`config.mk`:
```
export PLATFORM = sky130hd
export DESIGN_NAME = extbus_master
export DESIGN_NICKNAME = d
export VERILOG_FILES = /design/src/rtl/extbus_pkg.sv /design/src/rtl/extbus_lapse_timer.sv /design/src/rtl/extbus_seq.sv /design/src/rtl/extbus_pins.sv /design/src/rtl/extbus_master.sv
export SDC_FILE = /design/constraint.sdc
export NUM_CORES = 1
export LEC_CHECK = 0
export BUFFER_PORTS_ARGS = -buffer_cell sky130_fd_sc_hd__buf_2
export CAP_MARGIN = 10
export CORE_UTILIZATION = 50
export CTS_CLUSTER_DIAMETER = 80
export DETAILED_ROUTE_END_ITERATION = 6
export PLACE_DENSITY = 0.8
export SLEW_MARGIN = 10
export SYNTH_ARGS = -nofsm -noshare
export SYNTH_HDL_FRONTEND = slang
export SYNTH_SLANG_ARGS = --single-unit
```
`constraint.sdc`:
```
create_clock -name clk -period 3 [get_ports clk]
set_clock_uncertainty 0.2 [all_clocks]
set_input_delay 0.15 -clock clk [delete_from_list [all_inputs] [get_ports clk]]
set_output_delay 0.15 -clock clk [all_outputs]
set_load 0.02 [all_outputs]
```
`src/rtl/extbus_pkg.sv`:
```
package extbus_pkg;

  typedef enum logic [3:0] {
    ST_IDLE,
    ST_REQ,
    ST_CMD,
    ST_ADDR,
    ST_ALE,
    ST_AHOLD,
    ST_WLEAD,
    ST_STROBE,
    ST_TAIL,
    ST_GAP
  } bus_state_e;

  // States in which the transfer owns the bus and loses it if the grant drops.
  function automatic logic in_transfer(bus_state_e s);
    return s inside {ST_CMD, ST_ADDR, ST_ALE, ST_AHOLD, ST_WLEAD, ST_STROBE, ST_TAIL};
  endfunction

  function automatic logic address_phase(bus_state_e s);
    return s inside {ST_ADDR, ST_ALE, ST_AHOLD};
  endfunction

  function automatic logic wdata_phase(bus_state_e s);
    return s inside {ST_WLEAD, ST_STROBE, ST_TAIL};
  endfunction

endpackage

```
`src/rtl/extbus_lapse_timer.sv`:
```
module extbus_lapse_timer #(
  parameter int LAPSE_W = 4
) (
  input  logic               clk,
  input  logic               rst_n,
  input  logic               load,
  input  logic [LAPSE_W-1:0] load_val,
  output logic               expired
);

  logic [LAPSE_W-1:0] cnt_q;

  always_ff @(posedge clk or negedge rst_n) begin
    if (!rst_n) begin
      cnt_q <= '0;
    end else if (load) begin
      cnt_q <= load_val;
    end else if (cnt_q != '0) begin
      cnt_q <= cnt_q - 1'b1;
    end
  end

  assign expired = (cnt_q == '0);

endmodule

```
`src/rtl/extbus_seq.sv`:
```
module extbus_seq
  import extbus_pkg::*;
#(
  parameter int LAPSE_W = 4
) (
  input  logic               clk,
  input  logic               rst_n,
  input  logic               req_valid,
  input  logic               req_write,
  input  logic [LAPSE_W-1:0] cfg_addr_lapse,
  input  logic [LAPSE_W-1:0] cfg_strobe_lapse,
  input  logic [LAPSE_W-1:0] cfg_gap_lapse,
  input  logic               hlda_i,
  output logic               req_ready,
  output logic               accept_o,
  output logic               capture_o,
  output logic               write_o,
  output logic               park_o,
  output bus_state_e         state_o,
  output logic               rsp_valid_o,
  output logic               rsp_abort_o
);

  bus_state_e         state_q, state_d;
  logic               write_q;
  logic [LAPSE_W-1:0] alapse_q, slapse_q, glapse_q;
  logic               park_q;
  logic               rsp_valid_q, rsp_abort_q;
  logic               tmr_load, tmr_zero;
  logic [LAPSE_W-1:0] tmr_val;
  logic               done_ok, lost;

  assign accept_o = (state_q == ST_IDLE) && req_valid;

  extbus_lapse_timer #(.LAPSE_W(LAPSE_W)) u_timer (
    .clk      (clk),
    .rst_n    (rst_n),
    .load     (tmr_load),
    .load_val (tmr_val),
    .expired  (tmr_zero)
  );

  always_comb begin
    state_d   = state_q;
    tmr_load  = 1'b0;
    tmr_val   = '0;
    done_ok   = 1'b0;
    lost      = 1'b0;
    capture_o = 1'b0;
    if (in_transfer(state_q) && !hlda_i) begin
      lost     = 1'b1;
      state_d  = ST_GAP;
      tmr_load = 1'b1;
      tmr_val  = glapse_q;
    end else begin
      case (state_q)
        ST_IDLE:  if (req_valid) state_d = ST_REQ;
        ST_REQ:   if (hlda_i) state_d = ST_CMD;
        ST_CMD:   state_d = ST_ADDR;
        ST_ADDR: begin
          state_d  = ST_ALE;
          tmr_load = 1'b1;
          tmr_val  = alapse_q;
        end
        ST_ALE:   if (tmr_zero) state_d = ST_AHOLD;
        ST_AHOLD: begin
          if (write_q) begin
            state_d = ST_WLEAD;
          end else begin
            state_d  = ST_STROBE;
            tmr_load = 1'b1;
            tmr_val  = slapse_q;
          end
        end
        ST_WLEAD: begin
          state_d  = ST_STROBE;
          tmr_load = 1'b1;
          tmr_val  = slapse_q;
        end
        ST_STROBE: begin
          if (tmr_zero) begin
            state_d   = ST_TAIL;
            capture_o = !write_q;
          end
        end
        ST_TAIL: begin
          state_d  = ST_GAP;
          tmr_load = 1'b1;
          tmr_val  = glapse_q;
          done_ok  = 1'b1;
        end
        ST_GAP:   if (tmr_zero) state_d = ST_IDLE;
        default:  state_d = ST_IDLE;
      endcase
    end
  end

  always_ff @(posedge clk or negedge rst_n) begin
    if (!rst_n) begin
      state_q     <= ST_IDLE;
      write_q     <= 1'b0;
      alapse_q    <= '0;
      slapse_q    <= '0;
      glapse_q    <= '0;
      park_q      <= 1'b0;
      rsp_valid_q <= 1'b0;
      rsp_abort_q <= 1'b0;
    end else begin
      state_q <= state_d;
      if (accept_o) begin
        write_q  <= req_write;
        alapse_q <= cfg_addr_lapse;
        slapse_q <= cfg_strobe_lapse;
        glapse_q <= cfg_gap_lapse;
      end
      if (done_ok) begin
        park_q <= 1'b1;
      end else if (!hlda_i || (state_q == ST_REQ)) begin
        park_q <= 1'b0;
      end
      rsp_valid_q <= done_ok || lost;
      rsp_abort_q <= lost;
    end
  end

  assign req_ready   = (state_q == ST_IDLE);
  assign write_o     = write_q;
  assign park_o      = park_q;
  assign state_o     = state_q;
  assign rsp_valid_o = rsp_valid_q;
  assign rsp_abort_o = rsp_abort_q;

  // the sampled counts never move while a transfer is under way
  a_r12_lapse_hold: assert property (@(posedge clk) disable iff (!rst_n)
    (state_q != ST_IDLE) |=> ($stable(alapse_q) && $stable(slapse_q) && $stable(glapse_q)));

  // leaving the gap is only possible once the timer has run out
  a_r11_gap_exit: assert property (@(posedge clk) disable iff (!rst_n)
    (state_q == ST_GAP && !tmr_zero) |=> (state_q == ST_GAP));

endmodule

```
`src/rtl/extbus_pins.sv`:
```
module extbus_pins
  import extbus_pkg::*;
#(
  parameter int AD_W = 32,
  parameter int BE_W = AD_W / 8
) (
  input  logic            clk,
  input  logic            rst_n,
  input  logic            accept,
  input  logic            capture,
  input  logic            write_q,
  input  logic            park,
  input  bus_state_e      state,
  input  logic [AD_W-1:0] req_addr,
  input  logic [BE_W-1:0] req_be,
  input  logic [AD_W-1:0] req_wdata,
  input  logic [AD_W-1:0] bus_ad_in,
  output logic            bus_hold,
  output logic            bus_cmd_oe,
  output logic            bus_ale,
  output logic            bus_rd_n,
  output logic            bus_wr_n,
  output logic [BE_W-1:0] bus_be,
  output logic [AD_W-1:0] bus_ad_out,
  output logic            bus_ad_oe,
  output logic [AD_W-1:0] rdata
);

  logic [AD_W-1:0] addr_q, wdata_q, rdata_q;
  logic [BE_W-1:0] be_q;
  logic            xfer;

  always_ff @(posedge clk or negedge rst_n) begin
    if (!rst_n) begin
      addr_q  <= '0;
      wdata_q <= '0;
      be_q    <= '0;
      rdata_q <= '0;
    end else begin
      if (accept) begin
        addr_q  <= req_addr;
        wdata_q <= req_wdata;
        be_q    <= req_be;
      end
      if (capture) begin
        rdata_q <= bus_ad_in;
      end
    end
  end

  assign xfer       = in_transfer(state);
  assign bus_hold   = (state == ST_REQ) || xfer;
  assign bus_cmd_oe = xfer || park;
  assign bus_be     = xfer ? be_q : '0;
  assign bus_ale    = (state == ST_ALE);
  assign bus_rd_n   = !((state == ST_STROBE) && !write_q);
  assign bus_wr_n   = !((state == ST_STROBE) && write_q);
  assign bus_ad_oe  = address_phase(state) || (write_q && wdata_phase(state));
  assign bus_ad_out = address_phase(state) ? addr_q : wdata_q;
  assign rdata      = rdata_q;

  // the lines are released whenever the read strobe is active
  a_r6_read_release: assert property (@(posedge clk) disable iff (!rst_n)
    !bus_rd_n |-> !bus_ad_oe);

  // never both strobes at once
  a_r5_one_strobe: assert property (@(posedge clk) disable iff (!rst_n)
    !(!bus_rd_n && !bus_wr_n));

  // the latch strobe only appears with command and address driven
  a_r3_ale_driven: assert property (@(posedge clk) disable iff (!rst_n)
    bus_ale |-> (bus_cmd_oe && bus_ad_oe && bus_hold));

endmodule

```
`src/rtl/extbus_master.sv`:
```
module extbus_master #(
  parameter int AD_W    = 32,
  parameter int LAPSE_W = 4
) (
  input  logic                clk,
  input  logic                rst_n,
  input  logic                req_valid,
  output logic                req_ready,
  input  logic                req_write,
  input  logic [AD_W-1:0]     req_addr,
  input  logic [AD_W/8-1:0]   req_be,
  input  logic [AD_W-1:0]     req_wdata,
  input  logic [LAPSE_W-1:0]  cfg_addr_lapse,
  input  logic [LAPSE_W-1:0]  cfg_strobe_lapse,
  input  logic [LAPSE_W-1:0]  cfg_gap_lapse,
  output logic                rsp_valid,
  output logic                rsp_abort,
  output logic [AD_W-1:0]     rsp_rdata,
  output logic                bus_hold,
  input  logic                bus_hlda,
  output logic                bus_ale,
  output logic                bus_rd_n,
  output logic                bus_wr_n,
  output logic [AD_W/8-1:0]   bus_be,
  output logic                bus_cmd_oe,
  output logic [AD_W-1:0]     bus_ad_out,
  output logic                bus_ad_oe,
  input  logic [AD_W-1:0]     bus_ad_in
);

  localparam int BE_W = AD_W / 8;

  extbus_pkg::bus_state_e state;
  logic accept, capture, write_q, park;

  extbus_seq #(.LAPSE_W(LAPSE_W)) u_seq (
    .clk              (clk),
    .rst_n            (rst_n),
    .req_valid        (req_valid),
    .req_write        (req_write),
    .cfg_addr_lapse   (cfg_addr_lapse),
    .cfg_strobe_lapse (cfg_strobe_lapse),
    .cfg_gap_lapse    (cfg_gap_lapse),
    .hlda_i           (bus_hlda),
    .req_ready        (req_ready),
    .accept_o         (accept),
    .capture_o        (capture),
    .write_o          (write_q),
    .park_o           (park),
    .state_o          (state),
    .rsp_valid_o      (rsp_valid),
    .rsp_abort_o      (rsp_abort)
  );

  extbus_pins #(.AD_W(AD_W), .BE_W(BE_W)) u_pins (
    .clk        (clk),
    .rst_n      (rst_n),
    .accept     (accept),
    .capture    (capture),
    .write_q    (write_q),
    .park       (park),
    .state      (state),
    .req_addr   (req_addr),
    .req_be     (req_be),
    .req_wdata  (req_wdata),
    .bus_ad_in  (bus_ad_in),
    .bus_hold   (bus_hold),
    .bus_cmd_oe (bus_cmd_oe),
    .bus_ale    (bus_ale),
    .bus_rd_n   (bus_rd_n),
    .bus_wr_n   (bus_wr_n),
    .bus_be     (bus_be),
    .bus_ad_out (bus_ad_out),
    .bus_ad_oe  (bus_ad_oe),
    .rdata      (rsp_rdata)
  );

  // nobody owns the bus, so everything floats
  a_r9_float: assert property (@(posedge clk) disable iff (!rst_n)
    (!bus_hold && !bus_hlda && !$past(bus_hlda)) |-> (!bus_cmd_oe && !bus_ad_oe));

  // the requester is never offered a slot while the bus is requested
  a_r2_ready_idle: assert property (@(posedge clk) disable iff (!rst_n)
    req_ready |-> !bus_hold);

  // address survives the falling edge of the latch strobe by one cycle
  a_r4_addr_hold: assert property (@(posedge clk) disable iff (!rst_n)
    ($fell(bus_ale) && bus_hold) |-> (bus_ad_oe && bus_ad_out == $past(bus_ad_out)));

  // write data leads the write strobe
  a_r5_wdata_lead: assert property (@(posedge clk) disable iff (!rst_n)
    $fell(bus_wr_n) |-> $past(bus_ad_oe && bus_wr_n && !bus_ale));

  // normal completion leaves the bus parked
  a_r7_park: assert property (@(posedge clk) disable iff (!rst_n)
    (rsp_valid && !rsp_abort) |-> (!bus_hold && bus_cmd_oe && !bus_ad_oe && bus_rd_n && bus_wr_n && !bus_ale));

  // a dropped transfer releases everything at once
  a_r10_abort_float: assert property (@(posedge clk) disable iff (!rst_n)
    (rsp_valid && rsp_abort) |-> (!bus_hold && !bus_cmd_oe && !bus_ad_oe && $past(!bus_hlda)));

endmodule

```
==> results.json, run 1 <==
{
  "outcome": "finished, final reports clean",
  "io_pins": 194,
  "yosysSeqAreaShare": 0.557,
  "hold_viol": 0,
  "crit_fanout": 32,
  "fin_crit_sh": 0.935,
  "p_int_uw": 5510,
  "synthCells": 402,
  "dr.pass1.iters": 4,
  "drtAntennaViolNets": 0,
  "path_common_cell": "mux2_2",
  "rsz0062_at_grt": "no",
  "initial_utilization": 0.514,
  "crit_slowest_cell": "mux2_2",
  "drtIter0Drc": 163,
  "worstSetupPathType": "reg -> out",
  "power_frac_seq": 0.331,
  "whs_ps": 25.8,
  "final_nets": 832,
  "root_buffer": "clkbuf_8",
  "dp_hpwl_um": 8580,
  "synthToLayoutAreaGrowth_pct": 52.2,
  "ir_drop_uv": 658,
  "core_area_um2": 10800,
  "cts_buffers": 17,
  "p_leak_uw": 0.00404,
  "yosysWarnings": 0,
  "die_h_um": 108,
  "period_minus_slack_ps": 2810,
  "die_w_um": 108,
  "overflow": 0,
  "post_drt_wl_per_cell_um": 16.7,
  "drcViolationCount": 0,
  "post_synth.cell_area_avg_um2": 13.9,
  "syn_area_um2": 5570,
  "p_comb_frac": 0.430,
  "path_cells": "buf_4, nand2_2, mux2_2, nor2_4, buf_12, mux2_2, buf_2",
  "p_switching_uw": 3050,
  "vias_per_cell": 5.22,
  "crit_family": "multiplexers",
  "vias": 4535,
  "tightest_slew_ps": 1040,
  "p_sw_frac": 0.357,
  "cts-htree-levels": 4,
  "cts.sinks": 124,
  "grt_max_degree": 82,
  "path_clk_slew_ps": 60,
  "cellPowerDensity_nw_per_um2": 1010,
  "synthArstFlopShare": 1.00,
  "relSlewSlack": 0.304,
  "critPathMaxStageDelay_ps": 370,
  "endpoint_kind": "primary output",
  "path_buf_inv": 3,
  "report.final.setup_viol": 0,
  "dieArea_um2": 11600,
  "worstPathRequired_ps": 2650,
  "wl_um": 14500,
  "cap_viol_max_count": 0,
  "cts_buffer_depth": 2,
  "dpl_worst_slack_ps": 502,
  "io_buffers": 193,
  "num-fill-cells": 628,
  "insertion_delay_ps": 510,
  "grtUsageTotal": 0.269,
  "grt_antenna_before_repair": 1,
  "num_rows": 38,
  "synthFlopType": "dfrtp_1",
  "grt_pass1_wl_um": 23700,
  "synthDistinctLibCells": 41,
  "synth_edf_count": 0,
  "arrival_ps": 2460,
  "cts_tree": "yes",
  "fin_tns_setup_ps": 0,
  "fmax_mhz": 356,
  "ys_seq_elements": 124,
  "report.final.slew_viol_count": 0,
  "drive_gt1_frac": 0.491,
  "power.share.clock": 0.239,
  "final_util": 0.782,
  "hold_path.class": "in -> reg",
  "syn-num-nets": 520,
  "startpoint_type": "register",
  "layout_setup_ws_ps": 194,
  "place_congestion": 0.898,
  "grt_pass1_vias": 4924
}
## power by group through the flow
stage	registers (uW)	logic [uW]	clock network (uW)
CTS	2790	3640	2090
floorplan	2850	2400	0
finish	2830	3680	2040
global route	2920	3970	2180
detailed placement	2820	3510	0
global placement	2760	3400	0
## routing by layer
| metal | vias to the layer above | part of all wire | GRT usage |
|---|---|---|---|
| li1 | 2080 | - | - |
| met1 | 2212 | 0.40 | 0.307 |
| met2 | 204 | 0.50 | 0.457 |
| met3 | 39 | 0.079 | 0.0944 |
| met4 | 0 | 0.027 | 0.113 |
| met5 | - | 0 | 0 |
## worst register-to-register path: stages (launching register included)
cell     delay (ps)
dfrtp_1         540
or4b_1          610
a21oi_4         300
or3_1           220
buf_12          220
mux2_2          370
## what timing repair did
action	4_1_cts	5_1_grt
endpoints found under the setup margin	0	32
setup buffers	0	0
gates resized for setup	0	1
endpoints found under the hold margin	218	0
hold buffers	117	0
## cell families after synthesis
group,Yosys count,synth area share
AND/OR/NAND/NOR,55,0.0600
flip-flops,124,0.557
AO/OA/AOI/OAI,35,0.0447
XOR/XNOR,3,0.00472
buffers and inverters,34,0.0290
multiplexers,150,0.302
adder cells (fa/ha/maj),1,0.00225
## synth_stat cells (all sizes together) (3+ instances only)
master	n	share of area
a21oi	9	0.010
a22oi	3	0.0040
and2	5	0.0056
buf	12	0.014
clkbuf	14	0.0094
dfrtp	124	0.56
inv	8	0.0054
mux2	147	0.30
mux2i	3	0.0054
nand2	9	0.0061
nand2b	7	0.0079
nor2	10	0.0067
nor3	7	0.0063
o211ai	4	0.0054
o22ai	6	0.0067
or4bb	4	0.0081
xnor2	3	0.0047
## worst paths after layout
path,from,to,slack [ps],depth (start not counted)
max reg2reg,u_seq.state_o[3],u_pins.rdata[31],430,5
max,u_seq.state_o[0],bus_ad_out[11],190,7
min reg2reg,u_pins.rdata[16],u_pins.rdata[16],280,1
min in group asynchronous,rst_n,u_pins.wdata_q[29],450,3
max in group asynchronous,rst_n,u_pins.rdata[0],540,4
min,req_valid,u_seq.state_o[3],30,4
## stage by stage
stage	area, um^2	cells	total power (uW)
6_report	8480	868	8560
5_1_grt	8480	868	9060
4_1_cts	8480	867	8530
3_5_place_dp	6700	718	6330
3_3_place_gp	6700	718	6160
2_1_floorplan	5570	402	5250
## area by class of cell
type | instances | area [um^2] | share of cell area
Clock buffer | 22 | 463 | 0.0546
Multi-Input combinational cell | 244 | 2320 | 0.274
Inverter | 8 | 30.0 | 0.00354
Sequential cell | 124 | 3100 | 0.366
Clock inverter | 10 | 139 | 0.0164
Tap cell | 140 | 175 | 0.0207
Timing Repair Buffer | 319 | 2240 | 0.265
Antenna cell | 1 | 2.50 | 0.000295
## placed cells by master (no fill, tap or decap), types with 7 or more instances in the layout
| master | netlist | final |
|---|---|---|
| mux2_2 | 117 | 117 |
| a21oi_1 | 8 | 8 |
| nand2_1 | 9 | 7 |
| buf_4 | 1 | 7 |
| buf_2 | 6 | 192 |
| nor3_1 | 7 | 7 |
| clkbuf_16 | 0 | 16 |
| mux2_1 | 30 | 30 |
| nand2b_1 | 7 | 7 |
| dlygate4sd3_1 | 0 | 117 |
| inv_1 | 8 | 8 |
| nor2_1 | 10 | 9 |
| dfrtp_1 | 124 | 124 |
No activity file was read; power rests on OpenSTA's default activity.
==> inputs of run 2 (changes only) <==
--- a/config.mk
+++ b/config.mk
@@ -7,11 +7,12 @@
 export LEC_CHECK = 0
 export BUFFER_PORTS_ARGS = -buffer_cell sky130_fd_sc_hd__buf_2
 export CAP_MARGIN = 10
-export CORE_UTILIZATION = 50
+export CORE_UTILIZATION = 52
 export CTS_CLUSTER_DIAMETER = 80
 export DETAILED_ROUTE_END_ITERATION = 6
 export PLACE_DENSITY = 0.8
 export SLEW_MARGIN = 10
 export SYNTH_ARGS = -nofsm -noshare
 export SYNTH_HDL_FRONTEND = slang
+export SYNTH_HIERARCHICAL = 1
 export SYNTH_SLANG_ARGS = --single-unit
==> results.json, run 2 <==
{
  "synthArstFlopShare": 1.00,
  "r2r_end": "u_pins/wdata_q[17]",
  "cts-htree-levels": 4,
  "syn_area_um2": 6610,
  "synth_top_area_frac": 0.469,
  "yosys-top-cells-count": "124 x dfrtp_1, 112 x mux2_2, 38 x a21oi_1",
  "rsz0062_at_grt": "no",
  "synth_most_common_cell": "dfrtp_1",
  "cts_buffers": 17,
  "p_int_uw": 6140,
  "drive_gt1_frac": 0.449,
  "arrival_ps": 2490,
  "rr_worst_depth": 5,
  "path_clk_slew_ps": 60,
  "place_congestion": 0.803,
  "die_w_um": 115,
  "whs_ps": 145,
  "yosys.area.top_type": "dfrtp_1",
  "report.final.slew_viol_count": 0,
  "p_leak_uw": 0.00418,
  "grt_pass1_wl_um": 31600,
  "synthDistinctLibCells": 52,
  "ys_seq_elements": 124,
  "dr.pass1.iters": 6,
  "dp_hpwl_um": 11400,
  "ir_drop_uv": 635,
  "path_buf_inv": 2,
  "vias_per_cell": 5.76,
  "drtIter0Drc": 419,
  "yosysSeqAreaShare": 0.469,
  "finalNonFillerCells": 1033,
  "hold_viol": 0,
  "hold_path.class": "in -> reg",
  "cellPowerDensity_nw_per_um2": 1120,
  "period_minus_slack_ps": 2840,
  "regArea_um2": 3110,
  "fin_crit_sh": 0.947,
  "relSlewSlack": 0.431,
  "cts_tree": "yes",
  "outcome": "finished, final reports clean",
  "cts_buffer_depth": 2,
  "vias": 5948,
  "critPathMaxStageDelay_ps": 740,
  "io_pins": 194,
  "grtUsageTotal": 0.314,
  "num-fill-cells": 744,
  "power.share.clock": 0.199,
  "synthCells": 564,
  "drcViolationCount": 0,
  "reg2reg_from": "u_seq/state_o[1]",
  "worstHoldStart": "req_valid",
  "final_nets": 969,
  "io_buffers": 193,
  "dp_cells": 885,
  "cap_viol_max_count": 0,
  "power_frac_seq": 0.309,
  "initial_utilization": 0.541,
  "dieArea_um2": 13200,
  "tightest_slew_ps": 853,
  "holdPathEnd": "u_seq/alapse_q[0]",
  "cp_num_cells": 5,
  "final_common_cell": "buf_2",
  "startpoint_type": "register",
  "fmax_mhz": 352,
  "grt_antenna_before_repair": 0,
  "core_area_um2": 12200,
  "post_drt_wl_per_cell_um": 19.3,
  "die_h_um": 115,
  "synth_area_leaders": "dfrtp_1 47%, mux2_2 19%, o311ai_0 3.8%",
  "min_path_cells": 3,
  "report.final.setup_viol": 0,
  "synthFlopType": "dfrtp_1",
  "multi_input_area_um2": 3210,
  "p_switching_uw": 4450,
  "crit_fanout": 32,
  "synthToLayoutAreaGrowth_pct": 42.5,
  "syn-num-nets": 682,
  "grt_pass1_vias": 6264,
  "root_buffer": "clkbuf_16",
  "p_comb_frac": 0.492,
  "drtAntennaViolNets": 0,
  "post_synth.cell_area_avg_um2": 11.7,
  "insertion_delay_ps": 420,
  "wl_um": 20000,
  "num_rows": 40,
  "crit_family": "simple AND/OR/NAND/NOR gates",
  "worstPathRequired_ps": 2650,
  "r2r_setup_slack_ps": 420,
  "crit_slowest_cell": "or3b_2",
  "endpoint_kind": "primary output",
  "path_cells": "or3b_2, buf_12, o22ai_1, a21oi_1, buf_2",
  "layout.cells.most_common_list": "192 x buf_2, 121 x dfrtp_1, 115 x dlygate4sd3_1",
  "p_sw_frac": 0.420,
  "fin_tns_setup_ps": 0,
  "overflow": 0,
  "worstSetupPathType": "reg -> out",
  "grt_max_degree": 80,
  "cts.sinks": 124,
  "synth_edf_count": 0,
  "yosysWarnings": 6
}
## run 2: cell type report
cell class              count  area share
well taps                 168      0.0223
repair buffers            321       0.238
flip-flops and latches    124       0.330
clock buffers              18      0.0466
clock inverters            14      0.0182
multi-input cells         380       0.341
diodes                      1    0.000266
inverters                   7     0.00279
## run 2: stage by stage
| stage | worst slack [ps] | area [um^2] | util | power [uW] |
|---|---|---|---|---|
| global route | 47.9 | 9420 | 0.771 | 11100 |
| finish | 160 | 9420 | 0.771 | 10600 |
| global placement | 504 | 7650 | 0.626 | 7910 |
| floorplan | 370 | 6610 | - | 6790 |
| CTS | 53.3 | 9410 | 0.771 | 10400 |
| detailed placement | 399 | 7650 | 0.626 | 8170 |
## run 2: how the worst max path moves through the flow
stage | from | to | slack [ps]
floorplan | u_seq/state_o[0] | u_pins/addr_q[0] | 370
global placement | u_seq/state_o[2] | u_seq/u_timer/cnt_q[3] | 500
detailed placement | u_seq/state_o[2] | u_seq/u_timer/cnt_q[3] | 400
CTS | u_seq/state_o[2] | bus_ad_out[25] | 50
global route | u_seq/state_o[2] | bus_ad_out[12] | 50
finish | u_seq/state_o[3] | bus_ad_out[4] | 160
## run 2: cell families (layout without fill, tap and decap cells)
| family | count (synthesis) | in the layout | synth area share |
|---|---|---|---|
| buf+inv | 60 | 360 | 0.0469 |
| compound gates | 134 | 134 | 0.157 |
| mux | 119 | 119 | 0.202 |
| simple gates | 123 | 123 | 0.118 |
| fa+ha+maj | 1 | 1 | 0.00189 |
| flops | 124 | 124 | 0.469 |
| xor+xnor | 3 | 3 | 0.00511 |
| other cells | 0 | 1 | 0 |
## run 2: worst register-to-register path, cell delays in order (launching register included)
cell and delay [ps]:
dfrtp_4 650, nor4_4 370, nand2_2 260, inv_2 190
buf_12 310, mux2_2 480
## run 2: power by group through the flow
stage / Combinational [uW] / Sequential [uW] / Clock [uW]
3_5_place_dp: 4950 / 3230 / 0
6_report: 5210 / 3270 / 2110
5_1_grt: 5560 / 3360 / 2220
3_3_place_gp: 4770 / 3140 / 0
4_1_cts: 5100 / 3210 / 2130
2_1_floorplan: 3720 / 3080 / 0
## run 2: timing repair
action                     CTS  global route
setup endpoints to repair    0            23
hold buffers               115             0
resized for setup            0             3
buffers inserted             0             0
hold endpoints to repair   181             0
## run 2: layer usage
layer | up-vias | global-route usage | wire length, um
li1 | 2690 | - | -
met2 | 282 | 0.546 | 10000
met1 | 2932 | 0.367 | 8060
met3 | 44 | 0.0854 | 1450
met4 | 0 | 0.136 | 432
met5 | - | 0 | 0
==> inputs of run 3 (changes only) <==
--- a/config.mk
+++ b/config.mk
@@ -10,7 +10,7 @@
 export CORE_UTILIZATION = 52
 export CTS_CLUSTER_DIAMETER = 80
 export DETAILED_ROUTE_END_ITERATION = 6
-export PLACE_DENSITY = 0.8
+export PLACE_DENSITY = 0.81
 export SLEW_MARGIN = 10
 export SYNTH_ARGS = -nofsm -noshare
 export SYNTH_HDL_FRONTEND = slang
==> results.json, run 3 (synthesis gave the netlist of run 2 again) <==
{
  "grt_pass1_wl_um": 32500,
  "rsz0062_at_grt": "no",
  "fin_crit_sh": 0.948,
  "overflow": 0,
  "p_sw_frac": 0.417,
  "hold_path.class": "in -> reg",
  "power.share.clock": 0.199,
  "cts_buffers": 17,
  "grtUsageTotal": 0.325,
  "dpl_worst_slack_ps": 469,
  "path_cells": "buf_4, nand2b_4, o311ai_0, a21oi_1, buf_2",
  "num_rows": 40,
  "drive_gt1_frac": 0.445,
  "fin_area_um2": 9410,
  "post_drt_wl_per_cell_um": 20.0,
  "p_comb_frac": 0.498,
  "critPathMaxStageDelay_ps": 610,
  "layout_setup_ws_ps": 155,
  "die_w_um": 115,
  "synthToLayoutAreaGrowth_pct": 42.3,
  "crit_fanout": 36,
  "worstSetupPathType": "reg -> out",
  "vias": 6010,
  "cts-htree-levels": 4,
  "report.final.slew_viol_count": 0,
  "cts_buffer_depth": 2,
  "period_minus_slack_ps": 2850,
  "worstPathRequired_ps": 2650,
  "cellPowerDensity_nw_per_um2": 1130,
  "worstHoldStart": "req_valid",
  "relSlewSlack": 0.540,
  "crit_family": "buffers and inverters",
  "final_util": 0.771,
  "p_int_uw": 6180,
  "path_clk_slew_ps": 60,
  "crit_slowest_cell": "dfrtp_4",
  "grt_antenna_before_repair": 1,
  "arrival_ps": 2500,
  "grt_max_degree": 70,
  "fin_tns_setup_ps": 0,
  "drtAntennaViolNets": 0,
  "dr.pass1.iters": 5,
  "core_area_um2": 12200,
  "wl_um": 20600,
  "holdPathEnd": "u_pins/be_q[1]",
  "power_frac_seq": 0.303,
  "place_congestion": 0.838,
  "final_common_cell": "buf_2",
  "placed_cell_area_um2": 7650,
  "layout.cells.most_common_list": "192 x buf_2, 121 x dfrtp_1, 115 x dlygate4sd3_1",
  "rr_worst_depth": 7,
  "dp_hpwl_um": 11400,
  "dieArea_um2": 13200,
  "drtIter0Drc": 554,
  "fmax_mhz": 351,
  "r2r_setup_slack_ps": 430,
  "die_h_um": 115,
  "cap_viol_max_count": 0,
  "hold_viol": 0,
  "finalPower_uw": 10600,
  "endpoint_kind": "primary output",
  "grt_pass1_vias": 6297,
  "p_leak_uw": 0.00418,
  "post_cts_buffers": 0,
  "tightest_slew_ps": 691,
  "root_buffer": "clkbuf_16",
  "r2r_end": "u_pins/rdata[20]",
  "p_switching_uw": 4420,
  "reg2reg_from": "u_seq/u_timer/cnt_q[0]",
  "cts.sinks": 124,
  "io_buffers": 193,
  "startpoint_type": "register",
  "path_buf_inv": 2,
  "initial_utilization": 0.541,
  "final_nets": 969,
  "io_pins": 194,
  "drcViolationCount": 0,
  "report.final.setup_viol": 0,
  "insertion_delay_ps": 410,
  "ir_drop_uv": 589,
  "cts_tree": "yes",
  "outcome": "finished, final reports clean",
  "vias_per_cell": 5.83,
  "min_path_cells": 4
}
## run 3: changes by cell type in the layout (fill, tap and decap cells not counted), moves of 2 or more
cell and change:
o311ai_0 -2, clkinvlp_4 -3, o311ai_1 +2, inv_6 +2, clkinv_4 -3
## run 3: worst max-delay path by stage
stage,from,endpoint,slack (ps),cells after the start
global route,u_seq/state_o[3],bus_ad_out[13],6,5
CTS,u_seq/state_o[3],bus_ad_out[14],60,5
detailed placement,u_seq/u_timer/cnt_q[0],u_pins/rdata[25],470,7
finish,u_seq/state_o[3],bus_ad_out[31],150,5
global placement,u_seq/state_o[3],bus_ad_out[25],560,5
floorplan,u_seq/state_o[0],u_pins/addr_q[0],370,9
## run 3: layout make-up
type / instances / area (um^2)
clock buffer: 18 / 429
multi-input combinational: 380 / 3210
tap: 168 / 210
inverter: 7 / 26.3
timing repair buffer: 321 / 2240
antenna: 2 / 5.00
clock inverter: 11 / 170
fill: 777 / 2800
sequential: 124 / 3110
## run 3: routing by layer
layer	track usage	vias to the layer above	part of all wire
met2	0.573	341	0.51
met3	0.0775	61	0.076
met4	0.148	0	0.027
met1	0.377	2923	0.39
met5	0	-	0
li1	-	2685	-
## run 3: stage by stage
step | cells | hold slack (ps)
floorplan | 564 | -346
global placement | 885 | 21.5
detailed placement | 885 | 38.0
CTS | 1029 | 53.6
global route | 1030 | 97.3
finish | 1031 | 91.3
## run 3: tightest hold or removal path, stage by stage
cell	delay (ps)
buf_2	130
nand2_2	70
inv_2	140
mux2_2	180
## run 3: power by group through the flow
stage          clock (uW)  combinational (uW)  sequential (uW)
2_1_floorplan           0                3720             3080
3_3_place_gp            0                4810             3080
3_5_place_dp            0                4990             3160
4_1_cts              2130                5140             3150
5_1_grt              2210                5640             3300
6_report             2110                5280             3210
## run 3: repair_timing
| action | 4_1_cts | 5_1_grt |
|---|---|---|
| setup endpoints to repair | 0 | 30 |
| resized for setup | 0 | 4 |
| hold endpoints to repair | 167 | 0 |
| hold buffers | 115 | 0 |
